File: src/rtl/wdt_pkg.sv
package wdt_pkg;
  localparam int unsigned DATA_W = 32;
  localparam logic [31:0] RESTART_KEY = 32'h0000_4755;

  typedef enum logic [1:0] {
    SEL_COUNT   = 2'd0,
    SEL_RELOAD  = 2'd1,
    SEL_RESTART = 2'd2,
    SEL_CTRL    = 2'd3
  } reg_sel_e;

  localparam int unsigned CTRL_EN   = 0;
  localparam int unsigned CTRL_RST  = 1;
  localparam int unsigned CTRL_SLOW = 4;
endpackage

File: src/rtl/wdt_regs.sv
module wdt_regs
  import wdt_pkg::*;
#(
  parameter int unsigned CNT_W = 32
) (
  input  logic              clk_i,
  input  logic              rst_ni,
  input  logic              we_i,
  input  logic [3:0]        addr_i,
  input  logic [DATA_W-1:0] wdata_i,
  input  logic [CNT_W-1:0]  cnt_i,
  output logic [DATA_W-1:0] rdata_o,
  output logic [CNT_W-1:0]  reload_o,
  output logic [DATA_W-1:0] ctrl_o,
  output logic              load_o
);
  reg_sel_e          sel;
  logic [CNT_W-1:0]  reload_q;
  logic [DATA_W-1:0] ctrl_q;
  logic              key_hit, en_rise;

  assign sel     = reg_sel_e'(addr_i[3:2]);
  assign key_hit = we_i && (sel == SEL_RESTART) && (wdata_i == RESTART_KEY);
  assign en_rise = we_i && (sel == SEL_CTRL) && wdata_i[CTRL_EN] && !ctrl_q[CTRL_EN];
  assign load_o  = key_hit || en_rise;

  always_ff @(posedge clk_i or negedge rst_ni) begin
    if (!rst_ni) begin
      reload_q <= '0;
      ctrl_q   <= '0;
    end else if (we_i) begin
      if (sel == SEL_RELOAD) reload_q <= wdata_i[CNT_W-1:0];
      if (sel == SEL_CTRL)   ctrl_q   <= wdata_i;
    end
  end

  always_comb begin
    rdata_o = '0;
    unique case (sel)
      SEL_COUNT:   rdata_o[CNT_W-1:0] = cnt_i;
      SEL_RELOAD:  rdata_o[CNT_W-1:0] = reload_q;
      SEL_RESTART: rdata_o = '0;
      SEL_CTRL:    rdata_o = ctrl_q;
      default:     rdata_o = '0;
    endcase
  end

  assign reload_o = reload_q;
  assign ctrl_o   = ctrl_q;
endmodule

File: src/rtl/wdt_prescaler.sv
module wdt_prescaler #(
  parameter int unsigned DIV = 125
) (
  input  logic clk_i,
  input  logic rst_ni,
  input  logic clr_i,
  input  logic run_i,
  output logic tick_o
);
  localparam int unsigned PRE_W = (DIV > 1) ? $clog2(DIV) : 1;
  localparam logic [PRE_W-1:0] LAST = PRE_W'(DIV - 1);

  logic [PRE_W-1:0] pre_q;

  always_ff @(posedge clk_i or negedge rst_ni) begin
    if (!rst_ni)                  pre_q <= '0;
    else if (clr_i)               pre_q <= '0;
    else if (run_i) pre_q <= (pre_q == LAST) ? '0 : pre_q + 1'b1;
  end

  assign tick_o = run_i && (pre_q == LAST);
endmodule

File: src/rtl/wdt_core.sv
module wdt_core #(
  parameter int unsigned CNT_W         = 32,
  parameter int unsigned RST_PULSE_LEN = 16
) (
  input  logic             clk_i,
  input  logic             rst_ni,
  input  logic             load_i,
  input  logic             en_i,
  input  logic             rst_en_i,
  input  logic             tick_i,
  input  logic [CNT_W-1:0] reload_i,
  output logic [CNT_W-1:0] cnt_o,
  output logic             running_o,
  output logic             timeout_o,
  output logic             sys_rst_o
);
  localparam int unsigned PW = $clog2(RST_PULSE_LEN + 1);

  logic [CNT_W-1:0] cnt_q;
  logic             halted_q, to_q;
  logic [PW-1:0]    pulse_q;

  always_ff @(posedge clk_i or negedge rst_ni) begin
    if (!rst_ni) begin
      cnt_q    <= '0;
      halted_q <= 1'b0;
      to_q     <= 1'b0;
      pulse_q  <= '0;
    end else begin
      to_q <= 1'b0;
      if (pulse_q != '0) pulse_q <= pulse_q - 1'b1;
      if (load_i) begin
        cnt_q    <= reload_i;
        halted_q <= 1'b0;
      end else if (running_o && tick_i) begin
        if (cnt_q == '0) begin
          to_q <= 1'b1;
          if (rst_en_i) begin
            halted_q <= 1'b1;
            pulse_q  <= PW'(RST_PULSE_LEN);
          end else begin
            cnt_q <= reload_i;
          end
        end else begin
          cnt_q <= cnt_q - 1'b1;
        end
      end
    end
  end

  assign running_o = en_i && !halted_q;
  assign cnt_o     = cnt_q;
  assign timeout_o = to_q;
  assign sys_rst_o = (pulse_q != '0);
endmodule

File: src/rtl/keyed_wdt.sv
module keyed_wdt
  import wdt_pkg::*;
#(
  parameter int unsigned CNT_W         = 32,
  parameter int unsigned PRESCALE_DIV  = 125,
  parameter int unsigned RST_PULSE_LEN = 16
) (
  input  logic        clk_i,
  input  logic        rst_ni,
  input  logic        bus_we_i,
  input  logic [3:0]  bus_addr_i,
  input  logic [31:0] bus_wdata_i,
  output logic [31:0] bus_rdata_o,
  output logic        timeout_o,
  output logic        sys_rst_o
);
  logic [CNT_W-1:0]  cnt_w, reload_w;
  logic [DATA_W-1:0] ctrl_w;
  logic              load_w, running_w, slow_tick_w, tick_w;

  wdt_regs #(.CNT_W(CNT_W)) u_regs (
    .clk_i    (clk_i),
    .rst_ni   (rst_ni),
    .we_i     (bus_we_i),
    .addr_i   (bus_addr_i),
    .wdata_i  (bus_wdata_i),
    .cnt_i    (cnt_w),
    .rdata_o  (bus_rdata_o),
    .reload_o (reload_w),
    .ctrl_o   (ctrl_w),
    .load_o   (load_w)
  );

  wdt_prescaler #(.DIV(PRESCALE_DIV)) u_pre (
    .clk_i  (clk_i),
    .rst_ni (rst_ni),
    .clr_i  (load_w),
    .run_i  (running_w),
    .tick_o (slow_tick_w)
  );

  assign tick_w = ctrl_w[CTRL_SLOW] ? slow_tick_w : 1'b1;

  wdt_core #(.CNT_W(CNT_W), .RST_PULSE_LEN(RST_PULSE_LEN)) u_core (
    .clk_i     (clk_i),
    .rst_ni    (rst_ni),
    .load_i    (load_w),
    .en_i      (ctrl_w[CTRL_EN]),
    .rst_en_i  (ctrl_w[CTRL_RST]),
    .tick_i    (tick_w),
    .reload_i  (reload_w),
    .cnt_o     (cnt_w),
    .running_o (running_w),
    .timeout_o (timeout_o),
    .sys_rst_o (sys_rst_o)
  );
endmodule

File: config.mk
export PLATFORM = sky130hd
export DESIGN_NAME = keyed_wdt
export DESIGN_NICKNAME = d
export VERILOG_FILES = /design/src/rtl/wdt_pkg.sv /design/src/rtl/wdt_regs.sv /design/src/rtl/wdt_prescaler.sv /design/src/rtl/wdt_core.sv /design/src/rtl/keyed_wdt.sv
export SDC_FILE = /design/constraint.sdc
export NUM_CORES = 1
export LEC_CHECK = 0
export BUFFER_PORTS_ARGS = -buffer_cell sky130_fd_sc_hd__buf_4
export CORE_UTILIZATION = 41
export DETAILED_ROUTE_END_ITERATION = 16
export HOLD_SLACK_MARGIN = 0.05
export PLACE_DENSITY = 0.67
export SLEW_MARGIN = 10
export SYNTH_ARGS = -nofsm -noshare
export SYNTH_HDL_FRONTEND = slang
export SYNTH_SLANG_ARGS = --single-unit
File: constraint.sdc
create_clock -name clk_i -period 3.55 [get_ports clk_i]
set_clock_uncertainty 0.1 [all_clocks]
set_input_delay 0.355 -clock clk_i [delete_from_list [all_inputs] [get_ports clk_i]]
set_output_delay 0.355 -clock clk_i [all_outputs]
set_load 0.01 [all_outputs]
==> Flow_metrics.wiki, run 1 <==
{| class="wikitable"
! Metric !! Value
|-
| Fraction of final layout cells sized beyond drive strength 1 || 26.7%
|-
| Sequential-to-total area share from yosys stat || 45.5%
|-
| H-tree levels || 3
|-
| Post-CTS Hold Fix Bufs || 0
|-
| Mux cell area share after synthesis || 18.7%
|-
| Cell with the biggest individual delay on the critical path || sky130_fd_sc_hd__or4_4
|-
| Share of the clock period used by the worst path || 86.2%
|-
| Highest attainable clock frequency || 327 MHz
|-
| Worst IR Drop VDD || 267 uV
|-
| Ordered cell list for the critical path || or4_4 -> or4_4 -> nor4_2 -> or3_1 -> nor3_1 -> a311oi_2
|-
| Chip width || 124 um
|-
| Avg Synthesized Cell Area || 9.99 sq um
|-
| Buffers from clock root to sink, at most || 2
|-
| Initial antenna violation count || 0
|-
| Remaining routing DRC violations || 0
|-
| Grt total ovfl || 0
|-
| Slew headroom || 27.0%
|-
| Critical Path Most Common Cell || sky130_fd_sc_hd__or4_4
|-
| Class of the worst hold path || input port to async pin
|-
| Detail Route Antenna Nets || 0
|-
| Largest area contributor in the netlist || sky130_fd_sc_hd__dfrtp_1
|-
| Number of maximum-capacitance constraint violations || 0
|-
| Pin slew with the least headroom to its limit || 1.10 ns
|-
| CTS clk-pin slew, worst paths || 0.08 ns
|-
| Area share of xor/xnor cells in the synthesized design || 0.579%
|-
| Post-synthesis async set-or-reset flop share || 100%
|-
| Overall power consumption || 4.15 mW
|-
| R2R depth || 6
|-
| Routed Wire Length || 16.5 mm
|-
| Pin count of the biggest net entering global routing || 86
|-
| I/O Buffers || 70
|-
| Final count of negative-setup-slack endpoints || 0
|-
| Post CTS Setup Buffer Count || 0
|-
| Total CTS buffers || 9
|-
| Post-synthesis instance total || 606
|-
| Vias in the first global route || 4913
|-
| Element type at the critical path start || flop
|-
| Reg2Reg Launch Point || u_core.cnt_o[20]
|-
| Post-synthesis share of cell area spent on full adders, half adders and majority gates || 1.03%
|-
| Largest cells by area after synthesis || sky130_fd_sc_hd__dfrtp_1, sky130_fd_sc_hd__mux2_2, sky130_fd_sc_hd__mux2i_1
|-
| Status || completed
|-
| First DRT Iteration DRCs || 486
|-
| Final Wtd Congestion || 0.881
|-
| Synth Flop Type || sky130_fd_sc_hd__dfrtp_1
|-
| Die boundary height || 124 um
|-
| Sink count of the clock tree || 110
|-
| Share of the synthesized area in the top cell type || 45.5%
|-
| Via count of the routed design || 5119
|-
| Wire length of the first global-routing pass || 26.1 mm
|-
| Ratio of total power to cell area || 587 nW/um^2
|-
| Compound-cell area share of the yosys netlist || 13.3%
|-
| Combinational family with the most area after synthesis || multiplexers
|-
| Number of flops mapped to enable cells by yosys || 0
|-
| Sum of buffers and inverters on the critical path || 0
|-
| Routed wire per std cell || 19.3 um
|-
| Mapped cell area || 6050 sq um
|-
| Register-to-register path setup slack || 0.49 ns
|-
| ANT cells || 0
|-
| Required time of the worst setup path || 3.71 ns
|-
| RSZ-0062 raised after global routing || false
|-
| Slowest cell delay on critical path || 0.59 ns
|-
| Total leakage power || 3.09 nW
|-
| Endpoints failing hold || 0
|-
| Critical setup path kind || flop to flop
|-
| Share of synthesized cell area in and, or, nand and nor gates || 18.2%
|-
| Worst endpoint data arrival time || 3.22 ns
|-
| Count of warnings emitted by yosys || 0
|-
| Num ports || 73
|-
| Total half-perimeter wirelength after legalization and detailed placement || 11.2 mm
|-
| Net count of the mapped netlist || 650
|-
| Crit path max-delay family || simple AND/OR/NAND/NOR gates
|-
| Growth of design area from synthesis to finish || 16.6%
|-
| Flop and latch count out of synthesis || 110
|-
| Sum of negative setup slack || 0 ns
|-
| Clk_lat worst skew || 0.36 ns
|-
| Starting Density || 41.8%
|-
| Initial DRT Pass Iterations || 5
|-
| CTS-repair resized insts || 0
|-
| Period minus WS final || 3.06 ns
|-
| Vias per std cell || 5.99
|-
| Count of cell types in the netlist || 63
|-
| Net count, final || 709
|-
| Placement row count || 44
|-
| Pins over their slew limit || 0
|-
| Die area || 15300 sq um
|-
| Element type at the critical path end || flop
|-
| GRT Overall Usage || 22.8%
|-
| Area of the placeable core || 14500 sq um
|-
| Largest fanout on the critical path || 8
|-
| Clock tree from TritonCTS || done
|-
| Clock Tree Root || sky130_fd_sc_hd__clkbuf_16
|-
| Capture point of the worst reg-to-reg path || u_core.cnt_o[31]
|}
==> worst max-delay path by stage <==
stage / startpoint / end / slack, ns / cells after the start
finish: u_core.cnt_o[20] / u_core.cnt_o[31] / 0.49 / 6
global route: u_core.cnt_o[20] / u_core.cnt_o[31] / 0.37 / 6
CTS: u_core.cnt_o[20] / u_core.cnt_o[31] / 0.68 / 6
detailed placement: bus_addr_i[2] / u_core.cnt_o[14] / 0.58 / 8
global placement: bus_addr_i[2] / u_core.cnt_o[2] / 0.64 / 8
floorplan: u_core.cnt_o[21] / u_core.cnt_o[21] / 1.04 / 7
==> flip-flops by register name (all words and copies together) (netlist names) <==
name	flops
u_core.pulse_q	5
u_core.halted_q	1
u_regs.reload_o	32
u_core.cnt_o	32
u_core.timeout_o	1
u_regs.ctrl_o	32
u_pre.pre_q	7
==> synth_stat cells (all sizes together), types with 5 or more instances <==
library cell / n
inv: 7
or4: 6
dfrtp: 110
nor3: 26
nor2: 48
nand3: 15
a21oi: 37
or3: 6
nand4: 6
o22ai: 19
o21ai: 40
buf: 9
nand2: 58
a311oi: 5
clkbuf: 26
mux2: 64
nor4: 10
mux2i: 41
ha: 5
==> cells in the final DEF, fill, tap and decap left out, types with 4 or more instances in the layout <==
| cell type | count |
|---|---|
| sky130_fd_sc_hd__nand2_1 | 58 |
| sky130_fd_sc_hd__mux2_2 | 64 |
| sky130_fd_sc_hd__a311oi_1 | 4 |
| sky130_fd_sc_hd__dfrtp_1 | 110 |
| sky130_fd_sc_hd__o21ai_0 | 40 |
| sky130_fd_sc_hd__ha_1 | 5 |
| sky130_fd_sc_hd__clkbuf_16 | 9 |
| sky130_fd_sc_hd__inv_1 | 7 |
| sky130_fd_sc_hd__mux2i_1 | 41 |
| sky130_fd_sc_hd__nor4_1 | 7 |
| sky130_fd_sc_hd__nor2_1 | 48 |
| sky130_fd_sc_hd__a31oi_1 | 4 |
| sky130_fd_sc_hd__o22ai_1 | 19 |
| sky130_fd_sc_hd__buf_4 | 83 |
| sky130_fd_sc_hd__nand3_1 | 15 |
| sky130_fd_sc_hd__a21oi_1 | 37 |
| sky130_fd_sc_hd__and3_1 | 4 |
| sky130_fd_sc_hd__xnor2_1 | 4 |
| sky130_fd_sc_hd__nand3b_1 | 4 |
| sky130_fd_sc_hd__or3_1 | 6 |
| sky130_fd_sc_hd__nor3_1 | 22 |
| sky130_fd_sc_hd__and2_1 | 4 |
| sky130_fd_sc_hd__nand4_1 | 5 |
==> metrics by stage <==
| stage | hold slack, ns | setup WS, ns | cell area (sq um) | cells | util, % |
|---|---|---|---|---|---|
| final | 0.0930 | 0.491 | 7060 | 854 | 48.8 |
| after global routing | 0.140 | 0.366 | 7060 | 854 | 48.8 |
| after CTS | 0.137 | 0.678 | 7050 | 854 | 48.7 |
| after detailed placement | 0.367 | 0.578 | 6770 | 838 | 46.8 |
| after global placement | 0.361 | 0.641 | 6770 | 838 | 46.8 |
| after floorplan | -0.0406 | 1.04 | 6050 | 606 | - |
==> per-layer routing <==
metal / global-route usage [%] / wire length, um
met1: 31.5 / 7540
met2: 35.0 / 7770
met3: 3.74 / 817
met4: 10.4 / 366
met5: 0 / 0
==> worst register-to-register path, stage by stage (launching register included) <==
cell	delay, ns
sky130_fd_sc_hd__dfrtp_1	0.47
sky130_fd_sc_hd__or4_4	0.59
sky130_fd_sc_hd__or4_4	0.55
sky130_fd_sc_hd__nor4_2	0.43
sky130_fd_sc_hd__or3_1	0.42
sky130_fd_sc_hd__nor3_1	0.13
sky130_fd_sc_hd__a311oi_2	0.27
==> report_power, final <==
part	switching, mW	total, mW	internal [mW]
combinational	0.731	1.35	0.617
clock	0.489	0.971	0.482
sequential	0.297	1.83	1.53
total	1.52	4.15	2.63
==> cells by family (layout without fill, tap and decap cells) <==
logic type | after synthesis | in the layout
simple gates | 209 | 209
xor+xnor | 4 | 4
fa+ha+maj | 5 | 5
flops | 110 | 110
compound gates | 131 | 131
buf+inv | 42 | 106
mux | 105 | 105
==> layout make-up <==
| type | count | area (sq um) |
|---|---|---|
| clock buffer | 10 | 229 |
| clock inverter | 6 | 47.5 |
| fill | 1349 | 7420 |
| inverter | 7 | 26.3 |
| multi-input combinational | 454 | 3150 |
| sequential | 110 | 2750 |
| tap | 184 | 230 |
| timing repair buffer | 83 | 623 |
(Power assumes the default switching activity.)
==> run 2, diff against run 1 <==
--- a/config.mk
+++ b/config.mk
@@ -5,11 +5,14 @@
 export SDC_FILE = /design/constraint.sdc
 export NUM_CORES = 1
 export LEC_CHECK = 0
+export ABC_AREA = 1
 export BUFFER_PORTS_ARGS = -buffer_cell sky130_fd_sc_hd__buf_4
+export CORE_MARGIN = 1.5
 export CORE_UTILIZATION = 41
 export DETAILED_ROUTE_END_ITERATION = 16
 export HOLD_SLACK_MARGIN = 0.05
-export PLACE_DENSITY = 0.67
+export PLACE_DENSITY = 0.66
+export REMOVE_ABC_BUFFERS = 1
 export SLEW_MARGIN = 10
 export SYNTH_ARGS = -nofsm -noshare
 export SYNTH_HDL_FRONTEND = slang
==> Flow_metrics.wiki, run 2 <==
{| class="wikitable"
! Metric !! Value
|-
| Status || completed
|-
| Highest attainable clock frequency || 426 MHz (+30%)
|-
| Sequential cell area in the final layout || 2750 sq um (unchanged)
|-
| Share of the synthesized area in the top cell type || 42.3% (-3.1 points)
|-
| Element type at the critical path start || flop
|-
| Net switching fraction of the power || 41.3% (+4.8 points)
|-
| Placement row count || 45 (+2.3%)
|-
| GRT Overall Usage || 20.6% (-2.2 points)
|-
| Period minus WS final || 2.35 ns (-0.709 ns)
|-
| Number of flops mapped to enable cells by yosys || 0 (unchanged)
|-
| DRT met1 WL || 8.09 mm (+7.2%)
|-
| Fillers || 1596 (+18%)
|-
| Sum of negative setup slack || 0 ns (unchanged)
|-
| Share of the clock period used by the worst path || 66.2% (-20 points)
|-
| Endpoints failing hold || 0 (unchanged)
|-
| Die area || 16600 sq um (+9.0%)
|-
| Net count, final || 1037 (+46%)
|-
| Clock tree from TritonCTS || done
|-
| Clock power frac || 19.6% (-3.8 points)
|-
| Required time of the worst setup path || 3.74 ns (+0.03 ns)
|-
| Worst path setup slack after routing || 1.20 ns (+0.709 ns)
|-
| Largest area contributor in the netlist || sky130_fd_sc_hd__dfrtp_1
|-
| Area of the multi-input gates || 3100 sq um (-1.5%)
|-
| Part of the power in registers || 40.0% (-4.1 points)
|-
| Post-Place Setup Slack || 0.915 ns (+0.337 ns)
|-
| Remaining routing DRC violations || 0 (unchanged)
|-
| Post-synthesis async set-or-reset flop share || 100% (unchanged)
|-
| Post-CTS Hold Fix Bufs || 0 (unchanged)
|-
| Sequential-to-total area share from yosys stat || 42.3% (-3.1 points)
|-
| Via count of the routed design || 5850 (+14%)
|-
| Worst endpoint data arrival time || 2.54 ns (-0.68 ns)
|-
| I/O Buffers || 70 (unchanged)
|-
| Met2 routed WL || 7.13 mm (-8.2%)
|-
| Class of the worst hold path || input port to async pin
|-
| R2R depth || 11 (+5)
|-
| Largest cells by area after synthesis || sky130_fd_sc_hd__dfrtp_1, sky130_fd_sc_hd__nand2_1, sky130_fd_sc_hd__inv_1
|-
| DR top layer || met4
|-
| Clock Tree Root || sky130_fd_sc_hd__clkbuf_16
|-
| Ordered cell list for the critical path || nor2_1 -> nand2_1 -> nor2_2 -> nand2_2 -> nor2_4 -> nand2_2 -> nand2_2 -> nand2_4 -> inv_4 -> nand2_1 -> nand2_1
|-
| Internal power of the cells || 2.85 mW (+8.2%)
|-
| Pin slew with the least headroom to its limit || 0.969 ns (-0.126 ns)
|-
| Count of cell types in the netlist || 30 (-52%)
|-
| Element type at the critical path end || flop
|-
| H-tree levels || 3 (unchanged)
|-
| Pins over their slew limit || 0 (unchanged)
|-
| Slew headroom || 35.4% (+8.4 points)
|-
| Vias in the first global route || 5482 (+12%)
|-
| Vias per std cell || 4.84 (-19%)
|-
| Area of the placeable core || 15400 sq um (+6.2%)
|-
| Flop and latch count out of synthesis || 110 (unchanged)
|-
| Cell with the biggest individual delay on the critical path || sky130_fd_sc_hd__dfrtp_1
|-
| Chip width || 129 um (+4.4%)
|-
| Fraction of final layout cells sized beyond drive strength 1 || 11.1% (-16 points)
|-
| Clk_lat worst skew || 0.35 ns (about the same)
|-
| Pin count of the biggest net entering global routing || 77 (-10%)
|-
| Final count of negative-setup-slack endpoints || 0 (unchanged)
|-
| Grt total ovfl || 0 (unchanged)
|-
| Post-synthesis instance total || 938 (+55%)
|-
| Critical setup path kind || flop to flop
|-
| Sink count of the clock tree || 110 (unchanged)
|-
| Initial antenna violation count || 0 (unchanged)
|-
| Routed wire per std cell || 13.3 um (-31%)
|-
| Net Sw Power || 2.01 mW (+32%)
|-
| Largest fanout on the critical path || 33 (+25)
|-
| Number of maximum-capacitance constraint violations || 0 (unchanged)
|-
| Count of warnings emitted by yosys || 0 (unchanged)
|-
| Most frequently used cell type in the post-synthesis netlist || sky130_fd_sc_hd__nand2_1
|-
| Slowest cell delay on critical path || 0.45 ns (-0.14 ns)
|-
| Starting Density || 42.3% (+0.49 points)
|-
| Buffers from clock root to sink, at most || 2 (unchanged)
|-
| ANT cells || 0 (unchanged)
|-
| Worst IR Drop VDD || 347 uV (+30%)
|-
| Total leakage power || 3.83 nW (+24%)
|-
| Commonest non-fill, non-tap cell in the layout || sky130_fd_sc_hd__nand2_1
|-
| Num ports || 73 (unchanged)
|-
| Logic gate share of total power || 40.5% (+8.0 points)
|-
| Total CTS buffers || 9 (unchanged)
|-
| Initial DRT Pass Iterations || 5 (unchanged)
|-
| Ratio of total power to cell area || 650 nW/um^2 (+11%)
|-
| Synth Flop Type || sky130_fd_sc_hd__dfrtp_1
|-
| Post CTS Setup Buffer Count || 0 (unchanged)
|-
| CTS-repair resized insts || 0 (unchanged)
|-
| Die boundary height || 129 um (+4.4%)
|-
| First DRT Iteration DRCs || 345 (-29%)
|-
| Wire length of the first global-routing pass || 27.3 mm (+4.5%)
|-
| Total half-perimeter wirelength after legalization and detailed placement || 11.6 mm (+3.4%)
|-
| Detail Route Antenna Nets || 0 (unchanged)
|-
| Avg Synthesized Cell Area || 6.93 sq um (-31%)
|-
| Growth of design area from synthesis to finish || 14.7%
|-
| Mapped cell area || 6500 sq um (+7.4%)
|-
| Routed Wire Length || 16.0 mm (-2.9%)
|-
| CTS clk-pin slew, worst paths || 0.07 ns (about the same)
|-
| Commonest non-fill, non-tap cells in the layout || sky130_fd_sc_hd__nand2_1, sky130_fd_sc_hd__inv_1, sky130_fd_sc_hd__dfrtp_1, sky130_fd_sc_hd__nor2_1, sky130_fd_sc_hd__buf_4
|-
| RSZ-0062 raised after global routing || false
|-
| Final Wtd Congestion || 0.918 (+4.2%)
|-
| Commonest cells in the netlist || sky130_fd_sc_hd__nand2_1, sky130_fd_sc_hd__inv_1, sky130_fd_sc_hd__dfrtp_1
|-
| DR WL met3 || 639 um (-22%)
|}
==> run 2: cell type report <==
cell class | count | share of cell area, %
Multi-Input combinational cell | 670 | 41.6
Inverter | 123 | 6.22
Tap cell | 211 | 3.54
Clock inverter | 1 | 0.0671
Timing Repair Buffer | 79 | 8.12
Sequential cell | 110 | 36.9
Clock buffer | 14 | 3.54
==> run 2: path summary, 6_finish.rpt <==
kind | to | slack (ns) | from
max | u_core.cnt_o[23] | 1.20 | u_core.cnt_o[19]
min | u_regs.ctrl_o[19] | 0.05 | rst_ni
max reg2reg | u_core.cnt_o[23] | 1.20 | u_core.cnt_o[19]
min reg2reg | u_core.pulse_q[4] | 0.38 | u_core.pulse_q[4]
max in group asynchronous | u_regs.ctrl_o[23] | 2.47 | rst_ni
min in group clk_i | u_regs.ctrl_o[4] | 0.15 | bus_wdata_i[4]
==> run 2: power groups by stage <==
stage                     sequential (mW)  combinational, mW  clock, mW
after global routing                 1.99               2.27       1.04
after CTS                            1.94               1.97      0.972
after global placement               1.95               1.93          0
final                                1.94               1.96      0.948
after floorplan                      1.85               1.46          0
after detailed placement             1.96               1.96          0
==> run 2: cells by family (layout without fill, tap and decap cells) <==
| family | Yosys count | in the layout | share of synthesized area [%] |
|---|---|---|---|
| and+or+nand+nor | 530 | 530 | 33.6 |
| buffers and inverters | 158 | 217 | 10.0 |
| AOI/OAI and AO/OA | 112 | 112 | 9.97 |
| DFF | 110 | 110 | 42.3 |
| xor gates and xnor gates | 23 | 23 | 3.10 |
| adders and majority gates | 5 | 5 | 0.962 |
==> run 2: stage by stage <==
| stage | area (sq um) | utilization, % | hold WS (ns) | power [mW] | instances |
|---|---|---|---|---|---|
| 2_1_floorplan | 6310 | - | -0.0406 | 3.30 | 903 |
| 3_3_place_gp | 7190 | 46.8 | 0.359 | 3.88 | 1193 |
| 3_5_place_dp | 7190 | 46.8 | 0.363 | 3.91 | 1193 |
| 4_1_cts | 7460 | 48.5 | 0.101 | 4.88 | 1208 |
| 5_1_grt | 7460 | 48.5 | 0.142 | 5.29 | 1208 |
| 6_report | 7460 | 48.5 | 0.0491 | 4.85 | 1208 |
==> run 2: metal layers <==
layer,global-route usage [%],vias up
met3,3.45,12
met1,29.7,2657
li1,-,3044
met2,32.2,137
met4,5.02,0
met5,0,-
==> run 2: worst max-delay path: cells and delay by family (launching register included) <==
kind | cells | cell delay [ns]
simple gates | 10 | 1.32
flops | 1 | 0.45
buf+inv | 1 | 0.37
==> run 3, diff against run 2 <==
--- a/config.mk
+++ b/config.mk
@@ -5,13 +5,13 @@
 export SDC_FILE = /design/constraint.sdc
 export NUM_CORES = 1
 export LEC_CHECK = 0
-export ABC_AREA = 1
+export ABC_AREA = 0
 export BUFFER_PORTS_ARGS = -buffer_cell sky130_fd_sc_hd__buf_4
 export CORE_MARGIN = 1.5
 export CORE_UTILIZATION = 41
 export DETAILED_ROUTE_END_ITERATION = 16
 export HOLD_SLACK_MARGIN = 0.05
-export PLACE_DENSITY = 0.66
+export PLACE_DENSITY = 0.67
 export REMOVE_ABC_BUFFERS = 1
 export SLEW_MARGIN = 10
 export SYNTH_ARGS = -nofsm -noshare
==> constraint.sdc (replaced) <==
create_clock -name clk_i -period 2.3 [get_ports clk_i]
set_clock_uncertainty 0.1 [all_clocks]
set_input_delay 0.23 -clock clk_i [delete_from_list [all_inputs] [get_ports clk_i]]
set_output_delay 0.23 -clock clk_i [all_outputs]
set_load 0.01 [all_outputs]
==> Flow_metrics.wiki, run 3 (synthesis results as in run 1) <==
{| class="wikitable"
! Metric !! Value
|-
| Pin count of the biggest net entering global routing || 40 (-48%)
|-
| Sequential cell area in the final layout || 2750 sq um (unchanged)
|-
| Fillers || 1271 (-20%)
|-
| Detail Route Antenna Nets || 0 (unchanged)
|-
| Chip width || 125 um (-3.4%)
|-
| RSZ-0062 raised after global routing || true
|-
| DR WL met3 || 747 um (+17%)
|-
| Initial DRT Pass Iterations || 5 (unchanged)
|-
| Total CTS buffers || 9 (unchanged)
|-
| Element type at the critical path end || flop
|-
| Buffers from clock root to sink, at most || 2 (unchanged)
|-
| Area of the placeable core || 14500 sq um (-5.8%)
|-
| Critical Path Most Common Cell || sky130_fd_sc_hd__or4_4
|-
| Violated checks || negative setup slack
|-
| Remaining routing DRC violations || 0 (unchanged)
|-
| Via count of the routed design || 5481 (-6.3%)
|-
| Met2 routed WL || 8.43 mm (+18%)
|-
| CTS clk-pin slew, worst paths || 0.07 ns (about the same)
|-
| Crit path max-delay family || simple AND/OR/NAND/NOR gates
|-
| Commonest non-fill, non-tap cell in the layout || sky130_fd_sc_hd__buf_4
|-
| Placement row count || 44 (-2.2%)
|-
| Cell with the biggest individual delay on the critical path || sky130_fd_sc_hd__or4_4
|-
| Total half-perimeter wirelength after legalization and detailed placement || 12.5 mm (+7.6%)
|-
| Worst endpoint data arrival time || 2.58 ns (+0.04 ns)
|-
| Starting Density || 41.8% (-0.49 points)
|-
| Final Wtd Congestion || 0.889 (-3.1%)
|-
| Sum of buffers and inverters on the critical path || 0 (-1)
|-
| I/O Buffers || 70 (unchanged)
|-
| Ordered cell list for the critical path || or4_4 -> or2_1 -> or4_4 -> o31ai_2 -> a211oi_1 -> a311oi_1
|-
| H-tree levels || 3 (unchanged)
|-
| Initial antenna violation count || 0 (unchanged)
|-
| Period minus WS final || 2.42 ns (+0.0685 ns)
|-
| Wire length of the first global-routing pass || 28.5 mm (+4.4%)
|-
| Total leakage power || 3.75 nW (-2.2%)
|-
| Pins over their slew limit || 0 (unchanged)
|-
| Final count of negative-setup-slack endpoints || 19 (+19)
|-
| Critical setup path kind || flop to flop
|-
| Clock Tree Root || sky130_fd_sc_hd__clkbuf_16
|-
| Die area || 15500 sq um (-6.7%)
|-
| Number of maximum-capacitance constraint violations || 0 (unchanged)
|-
| ANT cells || 0 (unchanged)
|-
| Worst path setup slack after routing || -0.118 ns (-1.32 ns)
|-
| First DRT Iteration DRCs || 311 (-9.9%)
|-
| Endpoints failing hold || 0 (unchanged)
|-
| Worst IR Drop VDD || 388 uV (+12%)
|-
| Ratio of total power to cell area || 891 nW/um^2 (+37%)
|-
| Element type at the critical path start || flop
|-
| Grt total ovfl || 0 (unchanged)
|-
| Overall power consumption || 7.32 mW (+51%)
|-
| Fraction of final layout cells sized beyond drive strength 1 || 38.2% (+27 points)
|-
| Post-Place Setup Slack || -0.217 ns (-1.13 ns)
|-
| Vias in the first global route || 5469 (-0.24%)
|-
| Area of the multi-input gates || 3240 sq um (+4.5%)
|-
| Slew headroom || 65.3% (+30 points)
|-
| Slowest cell delay on critical path || 0.57 ns (+0.12 ns)
|-
| DRT met1 WL || 8.03 mm (-0.66%)
|-
| Vias per std cell || 5.62 (+16%)
|-
| Required time of the worst setup path || 2.46 ns (-1.28 ns)
|-
| Register-to-register path setup slack || -0.12 ns (-1.32 ns)
|-
| Routed wire per std cell || 17.9 um (+35%)
|-
| Clk_lat worst skew || 0.36 ns (about the same)
|-
| Status || complete, but fails checks
|-
| Share of the clock period used by the worst path || 105% (+39 points)
|-
| Growth of design area from synthesis to finish || 35.7%
|-
| Clock tree from TritonCTS || done
|-
| Largest fanout on the critical path || 4 (-88%)
|-
| GRT Overall Usage || 23.0% (+2.4 points)
|-
| Sink count of the clock tree || 110 (unchanged)
|-
| Commonest non-fill, non-tap cells in the layout || sky130_fd_sc_hd__buf_4, sky130_fd_sc_hd__dfrtp_1, sky130_fd_sc_hd__mux2_2, sky130_fd_sc_hd__nand2_1, sky130_fd_sc_hd__nor2_1
|-
| Die boundary height || 125 um (-3.4%)
|-
| Class of the worst hold path || input port to flop
|-
| Num ports || 73 (unchanged)
|-
| Pin slew with the least headroom to its limit || 0.518 ns (-0.451 ns)
|-
| Highest attainable clock frequency || 414 MHz (-2.8%)
|-
| Routed Wire Length || 17.4 mm (+8.9%)
|-
| Net count, final || 830 (-20%)
|-
| DR top layer || met4
|}
run 3: tightest hold or removal path, stage by stage:
cell and delay (ns):
sky130_fd_sc_hd__buf_4 0.09, sky130_fd_sc_hd__buf_4 0.09, sky130_fd_sc_hd__mux2_2 0.13
run 3: repair_timing:
action                                 4_1_cts  5_1_grt
setup endpoints to repair                   38       40
gates resized for setup                     17       11
setup buffers                                3        5
pin swaps                                   12        3
endpoints found under the hold margin       92        0
hold buffers                                17        0
run 3: metrics by stage:
stage / setup TNS (ns) / std cells / instance area (sq um) / hold WS [ns] / utilization, %
global placement: -4.14 / 935 / 7520 / 0.0612 / 52.0
floorplan: -41.03 / 571 / 5910 / -0.166 / -
CTS: -0.784 / 971 / 8130 / 0.0933 / 56.2
global route: -3.54 / 975 / 8220 / 0.0991 / 56.7
finish: -0.616 / 975 / 8220 / 0.105 / 56.7
detailed placement: -5.13 / 935 / 7520 / 0.0531 / 52.0
run 3: cell type report:
type	instances	share of cell area, %
Sequential cell	110	33.5
Clock buffer	10	2.91
Clock inverter	6	1.33
Inverter	7	0.320
Tap cell	184	2.80
Timing Repair Buffer	204	19.6
Multi-Input combinational cell	454	39.5
run 3: path summary, 6_finish.rpt:
kind,start,to,cells past startpoint
setup / recovery,u_core.cnt_o[21],u_core.cnt_o[29],6
hold / removal,bus_wdata_i[5],u_regs.reload_o[5],3
min in group asynchronous,rst_ni,u_pre.pre_q[1],2
setup reg to reg,u_core.cnt_o[21],u_core.cnt_o[29],6
hold reg to reg,u_pre.pre_q[5],u_pre.pre_q[5],1
max in group asynchronous,rst_ni,u_regs.ctrl_o[24],3
run 3: layer usage:
metal	up-vias	track usage, %
met5	-	0
met4	0	7.64
met3	13	3.22
met2	145	37.1
met1	2715	31.9
li1	2608	-
run 3: where the power goes:
| part | switching (mW) | internal (mW) |
|---|---|---|
| Combinational | 1.39 | 1.42 |
| Clock | 0.732 | 1.09 |
| Sequential | 0.325 | 2.36 |
